--- config.mk ---
export PLATFORM = sky130hd
export DESIGN_NAME = cordic_sincos
export DESIGN_NICKNAME = d
export VERILOG_FILES = /design/src/rtl/cordic_sc_pkg.sv /design/src/rtl/sc_fold_stage.sv /design/src/rtl/sc_micro_rot.sv /design/src/rtl/sc_round_out.sv /design/src/rtl/cordic_sincos.sv
export SDC_FILE = /design/constraint.sdc
export NUM_CORES = 2
export LEC_CHECK = 0
export ABC_AREA = 1
export BUFFER_PORTS_ARGS = -buffer_cell sky130_fd_sc_hd__buf_2
export CORE_MARGIN = 4
export CORE_UTILIZATION = 65
export DETAILED_ROUTE_END_ITERATION = 6
export PLACE_DENSITY = 0.92
export SYNTH_ARGS = -nofsm -noshare
export SYNTH_HDL_FRONTEND = slang
export SYNTH_SLANG_ARGS = --single-unit
export TNS_END_PERCENT = 50
--- constraint.sdc ---
create_clock -name clk -period 5.05 [get_ports clk]
set_clock_uncertainty 0.15 [all_clocks]
set_input_delay 0.2525 -clock clk [delete_from_list [all_inputs] [get_ports clk]]
set_output_delay 0.2525 -clock clk [all_outputs]
set_load 0.1 [all_outputs]
--- src/rtl/cordic_sc_pkg.sv ---
`timescale 1ns/1ps
// Package cordic_sc_pkg
// Elaboration-time arithmetic shared by the sine/cosine engine: the
// arctangent constants of the micro-rotations, the inverse CORDIC gain
// and conversion of reals to fixed point. Used only for constants.
package cordic_sc_pkg;

    localparam real PI_R = 3.14159265358979324;

    // 2^-n as a real
    function automatic real p2_neg(input int n);
        real r = 1.0;
        for (int k = 0; k < n; k++) r = r / 2.0;
        return r;
    endfunction

    // 2^n as a real
    function automatic real p2_pos(input int n);
        real r = 1.0;
        for (int k = 0; k < n; k++) r = r * 2.0;
        return r;
    endfunction

    // atan(2^-i) by its power series (t <= 0.5 for i >= 1)
    function automatic real atan_step(input int i);
        real t;
        real term;
        real acc;
        if (i == 0) return PI_R / 4.0;
        t    = p2_neg(i);
        acc  = 0.0;
        term = t;
        for (int k = 0; k < 40; k++) begin
            acc  = acc + (((k % 2) == 0) ? term : -term) / real'(2 * k + 1);
            term = term * t * t;
        end
        return acc;
    endfunction

    // square root by Newton iteration
    function automatic real root_r(input real v);
        real g = 1.0;
        for (int k = 0; k < 40; k++) g = 0.5 * (g + v / g);
        return g;
    endfunction

    // 1/K for n micro-rotations
    function automatic real gain_inv(input int n);
        real p = 1.0;
        for (int i = 0; i < n; i++) p = p / root_r(1.0 + p2_neg(2 * i));
        return p;
    endfunction

    // real to fixed point with frac fraction bits, rounded to nearest
    function automatic longint fix_of(input real v, input int frac);
        return longint'(v * p2_pos(frac));
    endfunction

endpackage

--- src/rtl/sc_fold_stage.sv ---
`timescale 1ns/1ps
// Module sc_fold_stage
// Input register of the engine. It widens the angle to the internal
// fraction, and in signed mode folds angles beyond +-pi/2 by pi and
// flags the result for negation. It also loads the start vector (1/K, 0).
// Assumes the angle lies inside the documented range of its mode.
module sc_fold_stage #(
    parameter int SIGNED_ANGLE = 1,
    parameter int FRAC_IN      = 12,
    parameter int AW           = 15,
    parameter int FZ           = 19,
    parameter int ZW           = 22,
    parameter int FI           = 19,
    parameter int XW           = 22,
    parameter int NITER        = 16
) (
    input  logic                 clk,
    input  logic                 rst_n,
    input  logic                 ce,
    input  logic                 valid_i,
    input  logic [AW-1:0]        angle_i,
    output logic                 v_o,
    output logic signed [XW-1:0] x_o,
    output logic signed [XW-1:0] y_o,
    output logic signed [ZW-1:0] z_o,
    output logic                 flip_o
);
    localparam int SH = FZ - FRAC_IN;
    localparam logic signed [ZW-1:0] PI_C  =
        ZW'(cordic_sc_pkg::fix_of(cordic_sc_pkg::PI_R, FZ));
    localparam logic signed [ZW-1:0] HPI_C =
        ZW'(cordic_sc_pkg::fix_of(cordic_sc_pkg::PI_R / 2.0, FZ));
    localparam logic signed [XW-1:0] KINV_C =
        XW'(cordic_sc_pkg::fix_of(cordic_sc_pkg::gain_inv(NITER), FI));

    logic signed [ZW-1:0] a_w;
    logic signed [ZW-1:0] z_n;
    logic                 flip_n;

    generate
        if (SIGNED_ANGLE != 0) begin : g_full
            logic signed [AW-1:0] a_s;
            assign a_s = angle_i;
            // widen with sign, fold outer half-plane by pi
            always_comb begin
                a_w = ZW'(a_s) <<< SH;
                if (a_w > HPI_C) begin
                    z_n    = a_w - PI_C;
                    flip_n = 1'b1;
                end else if (a_w < -HPI_C) begin
                    z_n    = a_w + PI_C;
                    flip_n = 1'b1;
                end else begin
                    z_n    = a_w;
                    flip_n = 1'b0;
                end
            end
        end else begin : g_quad
            logic [ZW-1:0] a_z;
            // widen with zeros, first quadrant needs no folding
            always_comb begin
                a_z    = {{(ZW-AW){1'b0}}, angle_i};
                a_w    = $signed(a_z) <<< SH;
                z_n    = a_w;
                flip_n = 1'b0;
            end
        end
    endgenerate

    // capture folded angle together with the pre-scaled start vector
    always_ff @(posedge clk) begin
        if (!rst_n) begin
            v_o    <= 1'b0;
            x_o    <= '0;
            y_o    <= '0;
            z_o    <= '0;
            flip_o <= 1'b0;
        end else if (ce) begin
            v_o    <= valid_i;
            x_o    <= KINV_C;
            y_o    <= '0;
            z_o    <= z_n;
            flip_o <= flip_n;
        end
    end
endmodule

--- src/rtl/sc_micro_rot.sv ---
`timescale 1ns/1ps
// Module sc_micro_rot
// One registered micro-rotation of index IDX: it turns (x, y) by
// +-atan(2^-IDX) toward a zero residual angle. The shifts are
// arithmetic; the constant is rounded to FZ fraction bits.
module sc_micro_rot #(
    parameter int IDX = 0,
    parameter int XW  = 22,
    parameter int ZW  = 22,
    parameter int FZ  = 19
) (
    input  logic                 clk,
    input  logic                 rst_n,
    input  logic                 ce,
    input  logic                 v_i,
    input  logic signed [XW-1:0] x_i,
    input  logic signed [XW-1:0] y_i,
    input  logic signed [ZW-1:0] z_i,
    input  logic                 flip_i,
    output logic                 v_o,
    output logic signed [XW-1:0] x_o,
    output logic signed [XW-1:0] y_o,
    output logic signed [ZW-1:0] z_o,
    output logic                 flip_o
);
    localparam logic signed [ZW-1:0] ANG_C =
        ZW'(cordic_sc_pkg::fix_of(cordic_sc_pkg::atan_step(IDX), FZ));

    logic signed [XW-1:0] x_sh;
    logic signed [XW-1:0] y_sh;
    logic                 ccw;

    // scaled cross terms and rotation direction
    always_comb begin
        x_sh = x_i >>> IDX;
        y_sh = y_i >>> IDX;
        ccw  = ~z_i[ZW-1];
    end

    // apply the micro-rotation and carry the side flags
    always_ff @(posedge clk) begin
        if (!rst_n) begin
            v_o    <= 1'b0;
            x_o    <= '0;
            y_o    <= '0;
            z_o    <= '0;
            flip_o <= 1'b0;
        end else if (ce) begin
            v_o    <= v_i;
            flip_o <= flip_i;
            if (ccw) begin
                x_o <= x_i - y_sh;
                y_o <= y_i + x_sh;
                z_o <= z_i - ANG_C;
            end else begin
                x_o <= x_i + y_sh;
                y_o <= y_i - x_sh;
                z_o <= z_i + ANG_C;
            end
        end
    end
endmodule

--- src/rtl/sc_round_out.sv ---
`timescale 1ns/1ps
// Module sc_round_out
// Output register. It negates folded results, rounds from FI to
// FRAC_OUT fraction bits (nearest, ties up) and clamps to [-1, 1] in
// signed mode or [0, 1] in unsigned mode. Assumes FI > FRAC_OUT.
module sc_round_out #(
    parameter int SIGNED_ANGLE = 1,
    parameter int XW           = 22,
    parameter int FI           = 19,
    parameter int FRAC_OUT     = 12,
    parameter int OW           = 14
) (
    input  logic                 clk,
    input  logic                 rst_n,
    input  logic                 ce,
    input  logic                 v_i,
    input  logic signed [XW-1:0] x_i,
    input  logic signed [XW-1:0] y_i,
    input  logic                 flip_i,
    output logic                 valid_o,
    output logic [OW-1:0]        cos_o,
    output logic [OW-1:0]        sin_o
);
    localparam int SHR = FI - FRAC_OUT;
    localparam logic signed [XW-1:0] RND_C = XW'(longint'(1) << (SHR - 1));
    localparam logic signed [XW-1:0] ONE_C = XW'(longint'(1) << FRAC_OUT);
    localparam logic signed [XW-1:0] LOW_C = (SIGNED_ANGLE != 0) ? -ONE_C : '0;

    // negate, round and clamp one coordinate
    function automatic logic [OW-1:0] finish(input logic signed [XW-1:0] v,
                                             input logic neg);
        logic signed [XW-1:0] t;
        logic signed [XW-1:0] r;
        t = neg ? -v : v;
        r = (t + RND_C) >>> SHR;
        if (r > ONE_C)      r = ONE_C;
        else if (r < LOW_C) r = LOW_C;
        return OW'(r);
    endfunction

    // register the finished results
    always_ff @(posedge clk) begin
        if (!rst_n) begin
            valid_o <= 1'b0;
            cos_o   <= '0;
            sin_o   <= '0;
        end else if (ce) begin
            valid_o <= v_i;
            cos_o   <= finish(x_i, flip_i);
            sin_o   <= finish(y_i, flip_i);
        end
    end
endmodule

--- src/rtl/cordic_sincos.sv ---
`timescale 1ns/1ps
// Module cordic_sincos
// Fully unrolled rotation-mode CORDIC that gives sine and cosine of a
// fixed-point angle in radians. Pipeline: fold register, NITER
// micro-rotations, round register; latency NITER+2 enabled edges and
// one sample per edge. The angle must lie in its mode's range.
module cordic_sincos #(
    parameter int FRAC_IN      = 12,
    parameter int FRAC_OUT     = 12,
    parameter int SIGNED_ANGLE = 1,
    parameter int USE_ENABLE   = 1
) (
    input  logic clk,
    input  logic rst_n,
    input  logic en,
    input  logic valid_i,
    input  logic [(SIGNED_ANGLE != 0 ? FRAC_IN + 3 : FRAC_IN + 1) - 1:0] angle_i,
    output logic valid_o,
    output logic [(SIGNED_ANGLE != 0 ? FRAC_OUT + 2 : FRAC_OUT + 1) - 1:0] sin_o,
    output logic [(SIGNED_ANGLE != 0 ? FRAC_OUT + 2 : FRAC_OUT + 1) - 1:0] cos_o
);
    localparam int AW      = (SIGNED_ANGLE != 0) ? FRAC_IN + 3 : FRAC_IN + 1;
    localparam int OW      = (SIGNED_ANGLE != 0) ? FRAC_OUT + 2 : FRAC_OUT + 1;
    localparam int NITER   = FRAC_OUT + 4;
    localparam int GUARD   = 3 + $clog2(NITER);
    localparam int FI      = FRAC_OUT + GUARD;
    localparam int FZ      = (FI > FRAC_IN) ? FI : FRAC_IN;
    localparam int XW      = FI + 3;
    localparam int ZW      = FZ + 3;
    localparam int LATENCY = NITER + 2;

    logic ce;

    generate
        if (USE_ENABLE != 0) begin : g_en
            assign ce = en;
        end else begin : g_no_en
            logic unused_en;
            assign unused_en = en;
            assign ce        = 1'b1;
        end
    endgenerate

    logic                 vs   [0:NITER];
    logic                 fl   [0:NITER];
    logic signed [XW-1:0] xs   [0:NITER];
    logic signed [XW-1:0] ys   [0:NITER];
    logic signed [ZW-1:0] zs   [0:NITER];

    sc_fold_stage #(
        .SIGNED_ANGLE(SIGNED_ANGLE), .FRAC_IN(FRAC_IN), .AW(AW),
        .FZ(FZ), .ZW(ZW), .FI(FI), .XW(XW), .NITER(NITER)
    ) u_fold (
        .clk(clk), .rst_n(rst_n), .ce(ce),
        .valid_i(valid_i), .angle_i(angle_i),
        .v_o(vs[0]), .x_o(xs[0]), .y_o(ys[0]), .z_o(zs[0]), .flip_o(fl[0])
    );

    generate
        for (genvar i = 0; i < NITER; i++) begin : g_rot
            sc_micro_rot #(.IDX(i), .XW(XW), .ZW(ZW), .FZ(FZ)) u_rot (
                .clk(clk), .rst_n(rst_n), .ce(ce),
                .v_i(vs[i]), .x_i(xs[i]), .y_i(ys[i]), .z_i(zs[i]), .flip_i(fl[i]),
                .v_o(vs[i+1]), .x_o(xs[i+1]), .y_o(ys[i+1]), .z_o(zs[i+1]),
                .flip_o(fl[i+1])
            );
        end
    endgenerate

    logic unused_resid;
    assign unused_resid = ^zs[NITER];

    sc_round_out #(
        .SIGNED_ANGLE(SIGNED_ANGLE), .XW(XW), .FI(FI),
        .FRAC_OUT(FRAC_OUT), .OW(OW)
    ) u_out (
        .clk(clk), .rst_n(rst_n), .ce(ce),
        .v_i(vs[NITER]), .x_i(xs[NITER]), .y_i(ys[NITER]), .flip_i(fl[NITER]),
        .valid_o(valid_o), .cos_o(cos_o), .sin_o(sin_o)
    );
endmodule

* Word level (Yosys, flattened, before mapping)
Index checks and enable logic that the tools add are counted.
** Word-level totals
- Output and inout bits :: 29
- Latch bits :: 0
- Logic and storage cells :: 245
- Memories :: 0
- Register bits :: 1099
- Bits in writable memories :: 0
- Memory bits (read-only) :: 0
** Operators by class
- Bitwise gates (word level) :: 0
- $add $sub $neg :: 97
- Equality and inequality tests :: 0
- Reduce and logical (&&, ||, !) cells :: 0
- Multiply operators :: 0
- Shift operators :: 0
- Order comparisons :: 6
- Divide/modulo/power cells :: 0
- Multiplexer cells :: 56
** Operator list (count)
- $mux 22 :: 50
- $add 22x19->22 :: 3
- $add 22x8->22 const B :: 3
- $sub 22x19->22 :: 3
- $mux 14 :: 4
- $add 22x10->22 :: 2
- $add 22x11->22 :: 2
- $add 22x12->22 :: 2
- $add 22x13->22 :: 2
- $add 22x14->22 :: 2
- $add 22x14->22 const B :: 2
- $add 22x15->22 :: 2
- $add 22x16->22 :: 2
- $add 22x17->22 :: 2
- $add 22x18->22 :: 2
- $add 22x20->22 :: 2
- $add 22x7->22 :: 2
- $add 22x8->22 :: 2
- $add 22x9->22 :: 2
- $neg 22->22 :: 2
- $sub 22x10->22 :: 2
- $sub 22x11->22 :: 2
- $sub 22x12->22 :: 2
- $sub 22x13->22 :: 2
- other kinds (45) :: 58

* Longest topological paths before layout
- Word-level depth :: 6
- Gate-level depth with buffers :: 26
- Mapped depth without buffers :: 26

* Modules after synthesis
Synthesis repeated with hierarchy kept, for this count alone.
** Unflattened totals
- Cells, all modules :: 20700
- Area, all modules :: 120172.8 um2
** By module, submodules not included
- sc_micro_rot at g_rot[1].u_rot :: instances 1, area each 8075.2 um2, cells each 1406
- sc_micro_rot at g_rot[0].u_rot :: instances 1, area each 7967.6 um2, cells each 1369
- sc_micro_rot at g_rot[4].u_rot :: instances 1, area each 7793.7 um2, cells each 1410
- sc_micro_rot at g_rot[6].u_rot :: instances 1, area each 7666.1 um2, cells each 1345
- sc_micro_rot at g_rot[3].u_rot :: instances 1, area each 7608.5 um2, cells each 1334
- sc_micro_rot at g_rot[5].u_rot :: instances 1, area each 7367.1 um2, cells each 1227
- sc_micro_rot at g_rot[2].u_rot :: instances 1, area each 7298.2 um2, cells each 1226
- sc_micro_rot at g_rot[14].u_rot :: instances 1, area each 6867.8 um2, cells each 1167
- sc_micro_rot at g_rot[15].u_rot :: instances 1, area each 6826.5 um2, cells each 1186
- sc_micro_rot at g_rot[12].u_rot :: instances 1, area each 6824.0 um2, cells each 1167
- sc_micro_rot at g_rot[8].u_rot :: instances 1, area each 6786.5 um2, cells each 1169
- sc_micro_rot at g_rot[10].u_rot :: instances 1, area each 6776.5 um2, cells each 1161
- sc_micro_rot at g_rot[9].u_rot :: instances 1, area each 6766.5 um2, cells each 1166
- sc_micro_rot at g_rot[11].u_rot :: instances 1, area each 6695.2 um2, cells each 1157
- 4 more rows

* Least setup slack after synthesis
No wires, ideal clock.
- Path kind :: register to register
- Start point :: register g_rot[2].u_rot.z_o[21]
- End point :: register g_rot[3].u_rot.x_o[17]
- Setup slack :: 1.402 ns
- Required time :: 4.785 ns
- Arrival :: 3.383 ns
- Library setup time :: 0.115 ns
- Stages on the path, launching flop included :: 20
- Path through :: dfxtp_1 > inv_1 > clkbuf_1 > clkbuf_1 > nand2_1 > xor2_1 > ha_1 > nand2_1 > nand2_1 > nand3_1 > nand2_1 > a21oi_1 > o21ai_0 > a21oi_1 > inv_1 > a21oi_1 > o21ai_0 > xor2_1 > o21ai_0 > inv_1
** On the way
- Cells in the longest elaborated chain, start to end :: 1
** Ends and longest elaborated chain
- start: declaration :: line sc_micro_rot.sv:23 : output logic signed [ZW-1:0] z_o,
- start signal: assignment :: line sc_micro_rot.sv:54 : z_o <= z_i - ANG_C;
- start signal: assignment :: line sc_micro_rot.sv:58 : z_o <= z_i + ANG_C;
- $mux 22 :: line sc_micro_rot.sv:51 : if (ccw) begin
- end signal: assignment :: line sc_micro_rot.sv:52 : x_o <= x_i - y_sh;
- end signal: assignment :: line sc_micro_rot.sv:56 : x_o <= x_i + y_sh;
- end: declaration :: line sc_micro_rot.sv:21 : output logic signed [XW-1:0] x_o,
Every way passes these cells.
A chain may end at the register's enable or synchronous reset.

* Final worst setup path
- Start point :: register g_rot[6].u_rot.z_o[21]
- End point :: register g_rot[7].u_rot.y_o[21]
** On the way
- Cells in the longest elaborated chain, start to end :: 1
** Ends and longest elaborated chain
- start: declaration :: line sc_micro_rot.sv:23
- start signal: assignment :: line sc_micro_rot.sv:54
- start signal: assignment :: line sc_micro_rot.sv:58
- $mux 22 :: line sc_micro_rot.sv:51
- end signal: assignment :: line sc_micro_rot.sv:53 : y_o <= y_i + x_sh;
- end signal: assignment :: line sc_micro_rot.sv:57 : y_o <= y_i - x_sh;
- end: declaration :: line sc_micro_rot.sv:22 : output logic signed [XW-1:0] y_o,
Every way passes these cells.

==> impl_metrics.ini <==
[layout]
final_core_util = 0.699
fin_nets = 14044
drive_gt1_frac = 0.0376
area_growth_pct = 6.78

[cts]
h-tree-depth = 3
cts_tree = done
clk_pin_slew_ps = 60
cts_made_buffers = 116
clock_sinks = 1012
post_cts_buffers = 0
clkLatencyLatePin_ps = 790
root_buffer = clkbuf_16
clk_path_buf_depth = 3
ctsResizeCount = 0

[synthesis]
syn_inst = 13265
ys_ff_latch = 1012
ys_top_cells_by_area = dfxtp_1 (23%), ha_1 (13%), o21ai_0 (8.1%), inv_1 (8.0%), nand2_1 (7.9%)
syn_avg_cell_area_sq_um = 6.59
synth_seq_area_share = 0.232
yosys_warnings = 0
yosys.area.top_type_share = 0.232
synthArstFlopShare = 0
post_synth_instance_area_sq_mm = 0.0874
synth_ff_type = dfxtp_1
netlist.top_cell.by_area = dfxtp_1
synth_nets = 14208
synth-edff-count = 0
synth_cell_type_count = 60

[timing]
finalMaxSlewViolations = 0
slew_headroom = 0.274
hold_violations = 0
min_period_over_period = 0.853
max_freq_mhz = 232
fin_crit_ps = 4310
setup_viol = 0
fin_tns_setup_ps = 0
max_slew.worst_pin.slew_ps = 1090
rsz0062_at_grt = false

[floorplanning]
dieArea_sq_mm = 0.140
die_y_microns = 375
die_w_microns = 375
io_pins = 48
core_area_sq_mm = 0.133
initial_utilization = 0.655
rows = 134

[run]
cap_violations = 0

[drt]
final_antenna_net_count = 0
wl_per_cell_microns = 17.4
routed_wl_microns = 261000
first_pass_iters = 6
routed_via_density = 5.89
drtIter0Drc = 7932
drc = 0
vias = 88106

[critical_path]
crit_start = g_rot[6].u_rot.z_o[21]$_SDFFE_PN0P_
worstPathRequired_ps = 5590
r2r-start = g_rot[6].u_rot.z_o[21]$_SDFFE_PN0P_
reg2reg_slack_ps = 740
crit_end = g_rot[7].u_rot.y_o[21]$_SDFFE_PN0P_
critPathLaunchType = register
crit_fanout = 25
r2r_end = g_rot[7].u_rot.y_o[21]$_SDFFE_PN0P_
rr_worst_depth = 15
crit_type = reg2reg
cp-end-kind = register
arrival_ps = 4850

[run_status]
status = finished, final reports clean

[placement]
dp_hpwl_microns = 200000
port-buffer-count = 47
routabilityCongestion = 1.01

[global_route]
grtUsageTotal = 0.355
grt_pass1_vias = 83032
grt_overflow = 0
antenna_found_initial = 0
grt_pass1_wl_microns = 420000
grt_max_degree = 192

[worst_hold_path]
worstHoldStart = angle_i[14]
hp-class = in2reg
layer usage:
metal  wire length (microns)  vias to the layer above  global-route usage
li1                        -                    43611                   -
met1                  110000                    40664               0.454
met2                  121000                     3168               0.601
met3                   17100                      663              0.0442
met4                   12600                        0               0.155
met5                       0                        -                   0
flip-flops by register name, summed over array words and instances (netlist names), 14 cells and up:
name and flops:
g_rot.u_rot.v_o 16, u_fold.z_o 18, u_out.sin_o 14, g_rot.u_rot.flip_o 16, g_rot.u_rot.x_o 330, u_out.cos_o 14, g_rot.u_rot.y_o 332, g_rot.u_rot.z_o 269
Yosys cell counts (23+ instances only):
master and n:
o21bai_1 64, a31o_2 23, buf_1 50, nand3_1 482, nand2_2 44, nor4_1 56
o21ai_0 1418, xor2_1 710, a21boi_0 25, nor3_1 152, o21a_1 27, nand2_1 1837
fa_1 43, nand4_1 128, ha_1 881, a21o_1 53, xnor2_1 276, o31ai_1 39
a21oi_1 1317, o221ai_1 38, a31oi_1 128, dfxtp_1 1012, nor2_1 1830, o211ai_1 183
or2_2 50, clkbuf_1 343, inv_1 1867
cell usage in the layout (no fill, tap or decap), types with 53 or more instances in the layout:
master and n:
a21o_1 53, a21oi_1 1317, a31oi_1 128, clkbuf_16 116
dfxtp_1 1011, ha_1 881, inv_1 1866, nand2_1 1837
nand3_1 482, nand4_1 128, nor2_1 1830, nor3_1 152
nor4_1 56, o211ai_1 183, o21ai_0 1418, o21bai_1 64
xnor2_1 276, xor2_1 710
area by class of cell:
cell class | instances | area [sq um]
tap | 1768 | 2210
inverter | 1882 | 7080
timing repair buffer | 127 | 1090
antenna | 1 | 2.50
fill | 11467 | 40100
sequential | 1012 | 20300
clock inverter | 59 | 875
multi-input combinational | 9962 | 58500
clock buffer | 157 | 3310
cells by family after synthesis:
family | Yosys count | share of synthesized area
buffers and inverters | 2291 | 0.0989
adders and majority gates | 924 | 0.136
DFF | 1012 | 0.232
xor gates and xnor gates | 986 | 0.0988
and+or+nand+nor | 4644 | 0.220
AOI/OAI and AO/OA | 3408 | 0.214
critical path, stage by stage, from the launching register on:
cell and delay [ps]:
dfxtp_1 770, inv_1 600, nand2_1 250, xor2_1 250, inv_1 70, ha_1 350
a21oi_1 150, o21ai_0 120, nand2_1 80, nand3_1 100, a21boi_0 370, o21bai_1 180
a21oi_1 230, o21ai_0 120, or2_2 280, a21oi_1 140
worst min path at each step:
stage,cells after the start,endpoint
floorplan,2,u_fold.v_o$_SDFFE_PN0P_
CTS,6,u_fold.z_o[7]$_SDFFE_PN0P_
global placement,2,g_rot[0].u_rot.flip_o$_SDFFE_PN0P_
finish,6,u_fold.z_o[7]$_SDFFE_PN0P_
detailed placement,2,u_out.sin_o[13]$_SDFFE_PN0P_
global route,6,u_fold.z_o[7]$_SDFFE_PN0P_
repair_timing:
| action | 4_1_cts | 5_1_grt |
|---|---|---|
| hold buffers | 25 | 0 |
| endpoints found under the hold margin | 91 | 0 |
| endpoints found under the setup margin | 0 | 0 |
metrics by stage:
step | instance area [sq um] | hold WS [ps] | cells | worst slack [ps]
after floorplan | 87400 | 237 | 13265 | 1400
after global placement | 88900 | 300 | 14726 | 920
after detailed placement | 88900 | 309 | 14726 | 859
after CTS | 93300 | 37.0 | 14967 | 751
after global routing | 93300 | 113 | 14967 | 245
final | 93300 | 93.5 | 14968 | 741
Power is not shown: default switching activity piles up to over one toggle a cycle in this logic, so the estimate is an artifact.
